$ cat config.mk
export PLATFORM = sky130hd
export DESIGN_NAME = uart_rx_swfc
export DESIGN_NICKNAME = d
export VERILOG_FILES = /design/src/rtl/uart_swfc_pkg.sv /design/src/rtl/swfc_match.sv /design/src/rtl/swfc_track.sv /design/src/rtl/swfc_flag.sv /design/src/rtl/uart_rx_swfc.sv
export SDC_FILE = /design/constraint.sdc
export NUM_CORES = 1
export LEC_CHECK = 0
export CORE_MARGIN = 2
export CORE_UTILIZATION = 37
export CTS_CLUSTER_DIAMETER = 50
export DETAILED_ROUTE_END_ITERATION = 12
export GPL_TIMING_DRIVEN = 0
export PLACE_DENSITY = 0.83
export SLEW_MARGIN = 10
export SYNTH_ARGS = -nofsm -noshare
export SYNTH_HDL_FRONTEND = slang
export SYNTH_HIERARCHICAL = 1
export SYNTH_SLANG_ARGS = --single-unit
$ cat constraint.sdc
create_clock -name clk -period 1.5 [get_ports clk]
set_clock_uncertainty 0.05 [all_clocks]
set_input_delay 0.225 -clock clk [delete_from_list [all_inputs] [get_ports clk]]
set_output_delay 0.225 -clock clk [all_outputs]
set_load 0.01 [all_outputs]
$ cat src/rtl/uart_swfc_pkg.sv
package uart_swfc_pkg;

  // receive flow-control selection, encoding fixed by R2..R5
  typedef enum logic [1:0] {
    FC_OFF  = 2'b00,
    FC_SETB = 2'b01,
    FC_SETA = 2'b10,
    FC_PAIR = 2'b11
  } fc_mode_t;

  // pair-mode progress
  typedef enum logic [1:0] {
    PD_NONE = 2'b00,
    PD_ON   = 2'b01,
    PD_OFF  = 2'b10
  } pend_t;

  localparam int unsigned NUM_FLAGS = 2;
  localparam int unsigned FLAG_XOFF = 0;
  localparam int unsigned FLAG_SPEC = 1;

endpackage

$ cat src/rtl/swfc_match.sv
module swfc_match
  import uart_swfc_pkg::*;
#(
  parameter int unsigned W = 8
) (
  input  logic [W-1:0] byte_i,
  input  fc_mode_t     mode_i,
  input  pend_t        pend_i,
  input  logic         spec_en_i,
  input  logic [W-1:0] xon_a_i,
  input  logic [W-1:0] xon_b_i,
  input  logic [W-1:0] xoff_a_i,
  input  logic [W-1:0] xoff_b_i,
  output logic         on_done_o,
  output logic         off_done_o,
  output logic         consume_o,
  output logic         spec_hit_o,
  output pend_t        pend_nx_o
);

  logic eq_on_a, eq_on_b, eq_off_a, eq_off_b;

  always_comb begin
    eq_on_a  = (byte_i == xon_a_i);
    eq_on_b  = (byte_i == xon_b_i);
    eq_off_a = (byte_i == xoff_a_i);
    eq_off_b = (byte_i == xoff_b_i);
  end

  always_comb begin
    on_done_o  = 1'b0;
    off_done_o = 1'b0;
    pend_nx_o  = PD_NONE;
    spec_hit_o = spec_en_i && eq_off_b;
    unique case (mode_i)
      FC_SETA: begin
        off_done_o = eq_off_a;
        on_done_o  = eq_on_a && !eq_off_a;
      end
      FC_SETB: begin
        off_done_o = eq_off_b;
        on_done_o  = eq_on_b && !eq_off_b;
      end
      FC_PAIR: begin
        if (pend_i == PD_OFF && eq_off_b) begin
          off_done_o = 1'b1;
        end else if (pend_i == PD_ON && eq_on_b) begin
          on_done_o = 1'b1;
        end else if (eq_off_a) begin
          pend_nx_o = PD_OFF;
        end else if (eq_on_a) begin
          pend_nx_o = PD_ON;
        end
      end
      default: ;
    endcase
    consume_o = on_done_o || off_done_o;
  end

endmodule

$ cat src/rtl/swfc_track.sv
module swfc_track
  import uart_swfc_pkg::*;
#(
  parameter int unsigned W = 8
) (
  input  logic         clk,
  input  logic         rst,
  input  logic         valid_i,
  input  logic [W-1:0] byte_i,
  input  fc_mode_t     mode_i,
  input  logic         on_done_i,
  input  logic         off_done_i,
  input  logic         consume_i,
  input  pend_t        pend_nx_i,
  output pend_t        pend_o,
  output logic         halt_o,
  output logic         push_o,
  output logic [W-1:0] data_o
);

  always_ff @(posedge clk) begin
    if (rst) begin
      pend_o <= PD_NONE;
      halt_o <= 1'b0;
      push_o <= 1'b0;
      data_o <= '0;
    end else begin
      push_o <= valid_i && !consume_i;
      if (valid_i) data_o <= byte_i;
      if (mode_i != FC_PAIR) pend_o <= PD_NONE;
      else if (valid_i)      pend_o <= pend_nx_i;
      if (valid_i && off_done_i)     halt_o <= 1'b1;
      else if (valid_i && on_done_i) halt_o <= 1'b0;
    end
  end

  // halt only moves on an accepted byte
  a_r13_halt_hold: assert property (@(posedge clk) disable iff (rst)
    !valid_i |=> $stable(halt_o));
  // a completed pause command always leaves halt set
  a_r2_halt_set: assert property (@(posedge clk) disable iff (rst)
    (valid_i && off_done_i) |=> halt_o);
  // no pair progress is kept outside pair mode
  a_r5_pend_idle: assert property (@(posedge clk) disable iff (rst)
    (mode_i != FC_PAIR) |=> (pend_o == PD_NONE));
  // a push always follows an accepted byte and carries it
  a_r7_push_src: assert property (@(posedge clk) disable iff (rst)
    push_o |-> ($past(valid_i) && data_o == $past(byte_i)));

endmodule

$ cat src/rtl/swfc_flag.sv
module swfc_flag (
  input  logic clk,
  input  logic rst,
  input  logic set_i,
  input  logic clr_i,
  output logic flag_o
);

  always_ff @(posedge clk) begin
    if (rst)        flag_o <= 1'b0;
    else if (set_i) flag_o <= 1'b1;
    else if (clr_i) flag_o <= 1'b0;
  end

  // set wins over a simultaneous clear
  a_r12_set_wins: assert property (@(posedge clk) disable iff (rst)
    set_i |=> flag_o);
  a_r12_clear: assert property (@(posedge clk) disable iff (rst)
    (clr_i && !set_i) |=> !flag_o);
  a_r12_sticky: assert property (@(posedge clk) disable iff (rst)
    (!clr_i && flag_o) |=> flag_o);

endmodule

$ cat src/rtl/uart_rx_swfc.sv
module uart_rx_swfc
  import uart_swfc_pkg::*;
#(
  parameter int unsigned W = 8
) (
  input  logic         clk,
  input  logic         rst,
  input  logic [W-1:0] rx_byte,
  input  logic         rx_valid,
  input  logic [1:0]   fc_sel,
  input  logic         spec_en,
  input  logic [W-1:0] xon_a,
  input  logic [W-1:0] xon_b,
  input  logic [W-1:0] xoff_a,
  input  logic [W-1:0] xoff_b,
  input  logic         xoff_irq_clr,
  input  logic         spec_irq_clr,
  output logic         tx_halt,
  output logic         push,
  output logic [W-1:0] push_data,
  output logic         xoff_irq,
  output logic         spec_irq
);

  fc_mode_t mode;
  pend_t    pend, pend_nx;
  logic     on_done, off_done, consume, spec_hit;
  logic [NUM_FLAGS-1:0] flag_set, flag_clr, flag_q;

  assign mode = fc_mode_t'(fc_sel);

  swfc_match #(.W(W)) u_match (
    .byte_i    (rx_byte),
    .mode_i    (mode),
    .pend_i    (pend),
    .spec_en_i (spec_en),
    .xon_a_i   (xon_a),
    .xon_b_i   (xon_b),
    .xoff_a_i  (xoff_a),
    .xoff_b_i  (xoff_b),
    .on_done_o (on_done),
    .off_done_o(off_done),
    .consume_o (consume),
    .spec_hit_o(spec_hit),
    .pend_nx_o (pend_nx)
  );

  swfc_track #(.W(W)) u_track (
    .clk       (clk),
    .rst       (rst),
    .valid_i   (rx_valid),
    .byte_i    (rx_byte),
    .mode_i    (mode),
    .on_done_i (on_done),
    .off_done_i(off_done),
    .consume_i (consume),
    .pend_nx_i (pend_nx),
    .pend_o    (pend),
    .halt_o    (tx_halt),
    .push_o    (push),
    .data_o    (push_data)
  );

  assign flag_set[FLAG_XOFF] = rx_valid && off_done;
  assign flag_set[FLAG_SPEC] = rx_valid && spec_hit;
  assign flag_clr[FLAG_XOFF] = xoff_irq_clr;
  assign flag_clr[FLAG_SPEC] = spec_irq_clr;

  for (genvar g = 0; g < NUM_FLAGS; g++) begin : g_flag
    swfc_flag u_flag (
      .clk   (clk),
      .rst   (rst),
      .set_i (flag_set[g]),
      .clr_i (flag_clr[g]),
      .flag_o(flag_q[g])
    );
  end

  assign xoff_irq = flag_q[FLAG_XOFF];
  assign spec_irq = flag_q[FLAG_SPEC];

  // special byte under set B is dropped and raises both flags
  a_r10_spec_drop: assert property (@(posedge clk) disable iff (rst)
    (rx_valid && spec_en && fc_sel == 2'b01 && rx_byte == xoff_b)
    |=> (!push && xoff_irq && spec_irq && tx_halt));
  // the special flag cannot rise while the detector is off
  a_r11_spec_off: assert property (@(posedge clk) disable iff (rst)
    (!spec_en && !spec_irq) |=> !spec_irq);
  // with flow control off every accepted byte is pushed
  a_r4_pass_all: assert property (@(posedge clk) disable iff (rst)
    (rx_valid && fc_sel == 2'b00) |=> push);

endmodule

Word-level counts from Yosys, hierarchy flattened --
Index checks and enable logic that the tools add are counted.
Cells by class: equality and inequality tests 10, mux-type cells 16, reductions and logical operators 17
Operators with widths (number):
- $eq 8x8->1 | 4
- $mux 1 | 10
- $logic_and 1x1->1 | 9
- $mux 2 | 4
- $eq 2x2->1 const B | 3
- $pmux 1 s3 | 2
- $reduce_bool 2->1 | 3
- $eq 2x1->1 const B | 2
- $logic_not 1->1 | 3
- $ne 2x2->1 const B | 1
- $reduce_or 2->1 | 1
- $logic_or 1x1->1 | 1
Word-level totals: register bits after elaboration 14, input port bits 48

Longest topological paths before layout --
Gate-level depths: netlist (run 1).
word-level depth 8, gate-level depth with buffers 7, depth with buffers taken out 7

By module --
The synthesis (run 1) kept the hierarchy.
By module, submodules not included:
- swfc_match | times used 1, cells an instance 59, area an instance 452.9 µm²
- swfc_track | times used 1, cells an instance 40, area an instance 451.7 µm²
- swfc_flag | times used 2, cells an instance 4, area an instance 38.8 µm²
- uart_rx_swfc | times used 1, cells an instance 2, area an instance 12.5 µm²

Worst setup path after synthesis (run 1) --
No wires, ideal clock.
kind input-to-reg, start input port rx_byte[5], end register u_track.halt_o, library setup time 0.134 ns, arrival 1.215 ns, required time 1.316 ns, slack 0.102 ns, stages on the path 7, buffers on the path 0, cells stage by stage xor2_1 > nor4_1 > o211ai_1 > nor3_1 > a31o_1 > a21bo_2 > a21oi_1
Between the ends: longest elaborated chain between the ends 7, elaborated cells on any way between the ends 19, those cells by class eq/ne (4); mux (6); reduce/logical (9)
Ends and longest elaborated chain:
- start: declaration | RTL line uart_rx_swfc.sv:8 | input logic [W-1:0] rx_byte,
- $eq 8x8->1 | RTL line swfc_match.sv:25 | eq_on_b = (byte_i == xon_b_i);
- $logic_and 1x1->1 | RTL line swfc_match.sv:47 | end else if (pend_i == PD_ON && eq_on_b) begin
- $mux 1 | RTL line swfc_match.sv:47
- $mux 1 | RTL line swfc_match.sv:45 | if (pend_i == PD_OFF && eq_off_b) begin
- $pmux 1 s3 (*) | RTL line swfc_match.sv:35 | unique case (mode_i)
- named net on_done | RTL line uart_rx_swfc.sv:27 | logic on_done, off_done, consume, spec_hit;
- $logic_and 1x1->1 (*) | RTL line swfc_track.sv:33 | else if (valid_i && on_done_i) halt_o <= 1'b0;
- $reduce_bool 2->1 (no line) (*)
- end signal: assignment | RTL line swfc_track.sv:24 | halt_o <= 1'b0;
- end signal: assignment | RTL line swfc_track.sv:32 | if (valid_i && off_done_i) halt_o <= 1'b1;
- end signal: assignment | RTL line swfc_track.sv:33
- end: declaration | RTL line swfc_track.sv:16 | output logic halt_o,
The timed path passes the listed nets; every way through them passes the cells marked *. A chain may end at the register's enable or synchronous reset.

Worst setup path after layout (run 1) --
start register g_flag[0].u_flag.flag_o, end output port xoff_irq
RTL lines:
- start: declaration | RTL line swfc_flag.sv:6 | output logic flag_o
- start signal: assignment | RTL line swfc_flag.sv:10 | if (rst) flag_o <= 1'b0;
- start signal: assignment | RTL line swfc_flag.sv:11 | else if (set_i) flag_o <= 1'b1;
- start signal: assignment | RTL line swfc_flag.sv:12 | else if (clr_i) flag_o <= 1'b0;
- end: declaration | RTL line uart_rx_swfc.sv:21 | output logic xoff_irq,
No word-level cell between the ends.

==> flow_summary.ini, run 1 <==
[synthesis]
syn-cell-area_um2 = 995
postSynthCellCount = 109
ys.flop_type = dfxtp_1
synth_seq_cells = 14
synth_edf_count = 0
synth.largest_area_cell = dfxtp_1
synth-async-reset-ratio = 0
yosys-top-cells-area = dfxtp_1, xnor2_1, mux2i_1, xor2_1, nor2_1
synth_commonest_cells = xnor2_1, dfxtp_1, nor2_1, mux2i_1, xor2_1
ys_types = 27
yosys_warnings = 6
yosysTopAreaCellShare = 0.282
synth.most_common_cell = xnor2_1
synth_fp_nets = 157
avgSynthCellArea_um2 = 9.13
ys_seq_area_frac = 0.282

[timing]
tightestPinTransition_ps = 552
fmax_mhz = 687
slew_headroom = 0.632
maxSlewViolCount = 0
finalSetupViolations = 0
rsz0062_at_grt = yes
setup-tns-final_ps = 0
post-route-period-util = 0.971
whs_ps = 202
period_needed_ps = 1460
final-hold-violation-count = 0

[drt]
drtIter0Drc = 17
totalWireLength_um = 2990
wl_per_cell_um = 14.4
wl_met2_um = 1580
met1_length_um = 1140
wl_met3_um = 208
via_count = 1071
ant_nets = 0
first_pass_iters = 4
top_layer = met4
drc = 0
routed_via_density = 5.15

[clock_network]
clk_pin_slew_ps = 90
cts_buffers = 3
clockBufferDepth = 2
cts_max_level = 1
cts_tree = done
clk_latency_ps = 290
cts_num_sinks = 14
clockRootBuffer = clkbuf_4

[power_and_ir_drop]
p_leak_nw = 0.735
power_density_nw_per_um2 = 588
power_mw = 1.00
irDropWorstVdd_v = 0.000471

[cells_and_area]
fin_nets = 227
design_area_um2 = 1700
drive_above_1_share = 0.242
diodes = 0
area_delta_synth_final_pct = 71.1
fin_cells = 208
num-fill-cells = 186

[run_status]
outcome = complete, no violations

[floorplanning]
die_y_um = 55.9
num_rows = 18
die_w_um = 55.9
start_util = 0.394
pin_count = 60
fp.coreArea_um2 = 2520
die_area_um2 = 3120

[worst_hold_path]
min_path_type = in -> reg

[grt]
grt_pass1_vias = 1138
antenna_found_initial = 0
grt_use_total = 0.196
gr-total-overflow = 0
grt_first_pass_wirelength_um = 4800
grt_max_degree = 11

[critical_path]
arrival_ps = 1180
cp_max_fo = 2
critPathLaunchType = flop
cpMaxStageDelayCell = clkdlybuf4s50_1
crit_buf_inv = 1
crit_family = buffers and inverters
slowest_delay_ps = 550
crit_path_end_kind = output pin
worstPathRequired_ps = 1220
path_class = reg -> out
path_cells = clkdlybuf4s50_1

[placed_design]
dp.cells = 198
numPortBuffers = 59
finalWeightedCongestion = 0.834
place_hpwl_um = 2330
post_dp_cell_area_um2 = 1620

[job]
cap_violations = 0
-- worst min-delay path: cells and delay by family --
family / cells / cell delay [ps]
buffers and inverters: 1 / 130
and+or+nand+nor: 1 / 90
muxes: 1 / 70
-- power by group --
group | internal (mW) | switching (mW) | total, mW
clock network | 0.148 | 0.135 | 0.283
registers | 0.386 | 0.00681 | 0.393
logic | 0.189 | 0.135 | 0.324
total | 0.723 | 0.277 | 1.00
-- per-layer routing --
metal,vias to the layer above,track usage
met3,7,0.0442
met1,501,0.197
met5,-,0
met2,52,0.376
met4,0,0.0918
li1,511,-
-- sequential cells by signal (all words and copies together), names as in the netlist --
name                  flops
u_track/halt_o            1
u_track/pend_o            2
u_track/push_o            1
u_track/data_o            8
g_flag.u_flag/flag_o      2
-- kinds of logic (layout without fill, tap and decap cells) --
kind of cell | after synthesis | count (layout) | synth area share
compound gates | 10 | 10 | 0.0818
xor+xnor | 32 | 32 | 0.282
buf+inv | 6 | 75 | 0.0465
mux | 10 | 10 | 0.101
flops | 14 | 14 | 0.282
simple gates | 37 | 37 | 0.208
-- repair_timing --
item                       4_1_cts  5_1_grt
setup endpoints to repair        6        8
setup buffers                    5        1
resized for setup               56       51
pin swaps                       24       20
hold buffers                     0        0
hold endpoints to repair         0        0
-- cell usage in the layout (no fill, tap or decap), types with 2 or more instances in the layout --
cell type         n
a21oi_2           3
a31o_1            2
and2_1            3
buf_2             5
buf_4             9
clkbuf_2          6
clkbuf_4          3
clkdlybuf4s15_1   8
clkdlybuf4s50_1  22
dfxtp_1          13
dlygate4sd2_1    11
dlymetal6s2s_1    4
inv_1             3
mux2i_1          10
nand2_1           3
nand2b_1          2
nand4_1           6
nor2_1           10
nor2_2            2
nor2b_1           2
nor4_2            3
xnor2_1          20
xnor2_2           4
xor2_1            8
-- worst paths after layout --
kind,cells past startpoint,slack (ps),from,to
max,1,40,g_flag[0].u_flag/flag_o$_SDFFE_PP0P_,xoff_irq
min,3,200,rx_byte[3],u_track/data_o[3]$_SDFFE_PP0P_
max reg2reg,5,80,u_track/pend_o[1]$_SDFFE_PP0P_,u_track/push_o$_SDFF_PP0_
min reg2reg,2,450,g_flag[0].u_flag/flag_o$_SDFFE_PP0P_,g_flag[0].u_flag/flag_o$_SDFFE_PP0P_
-- per-stage QoR --
stage               utilization  worst slack (ps)
CTS                       0.665             0.959
global placement          0.643              -739
global route              0.675             -33.2
finish                    0.675              44.1
detailed placement        0.643              -807
floorplan                     -               102
-- cell type report --
cell class              instances  area [µm²]  share of cell area
inverters                       3        11.3             0.00662
plain buffers                   3        35.0              0.0206
repair buffers                 65         569               0.335
multi-input cells              89         731               0.429
flip-flops and latches         14         282               0.165
clock buffers                   4        36.3              0.0213
well taps                      30        37.5              0.0221
Power figures use the tool's default switching activity.
==> run 2: changes to the inputs <==
--- a/config.mk
+++ b/config.mk
@@ -16,3 +16,4 @@
 export SYNTH_HDL_FRONTEND = slang
 export SYNTH_HIERARCHICAL = 1
 export SYNTH_SLANG_ARGS = --single-unit
+export TNS_END_PERCENT = 100
==> results of run 2 <==
No change in the layout: final DEF, timing and power equal those of run 1.
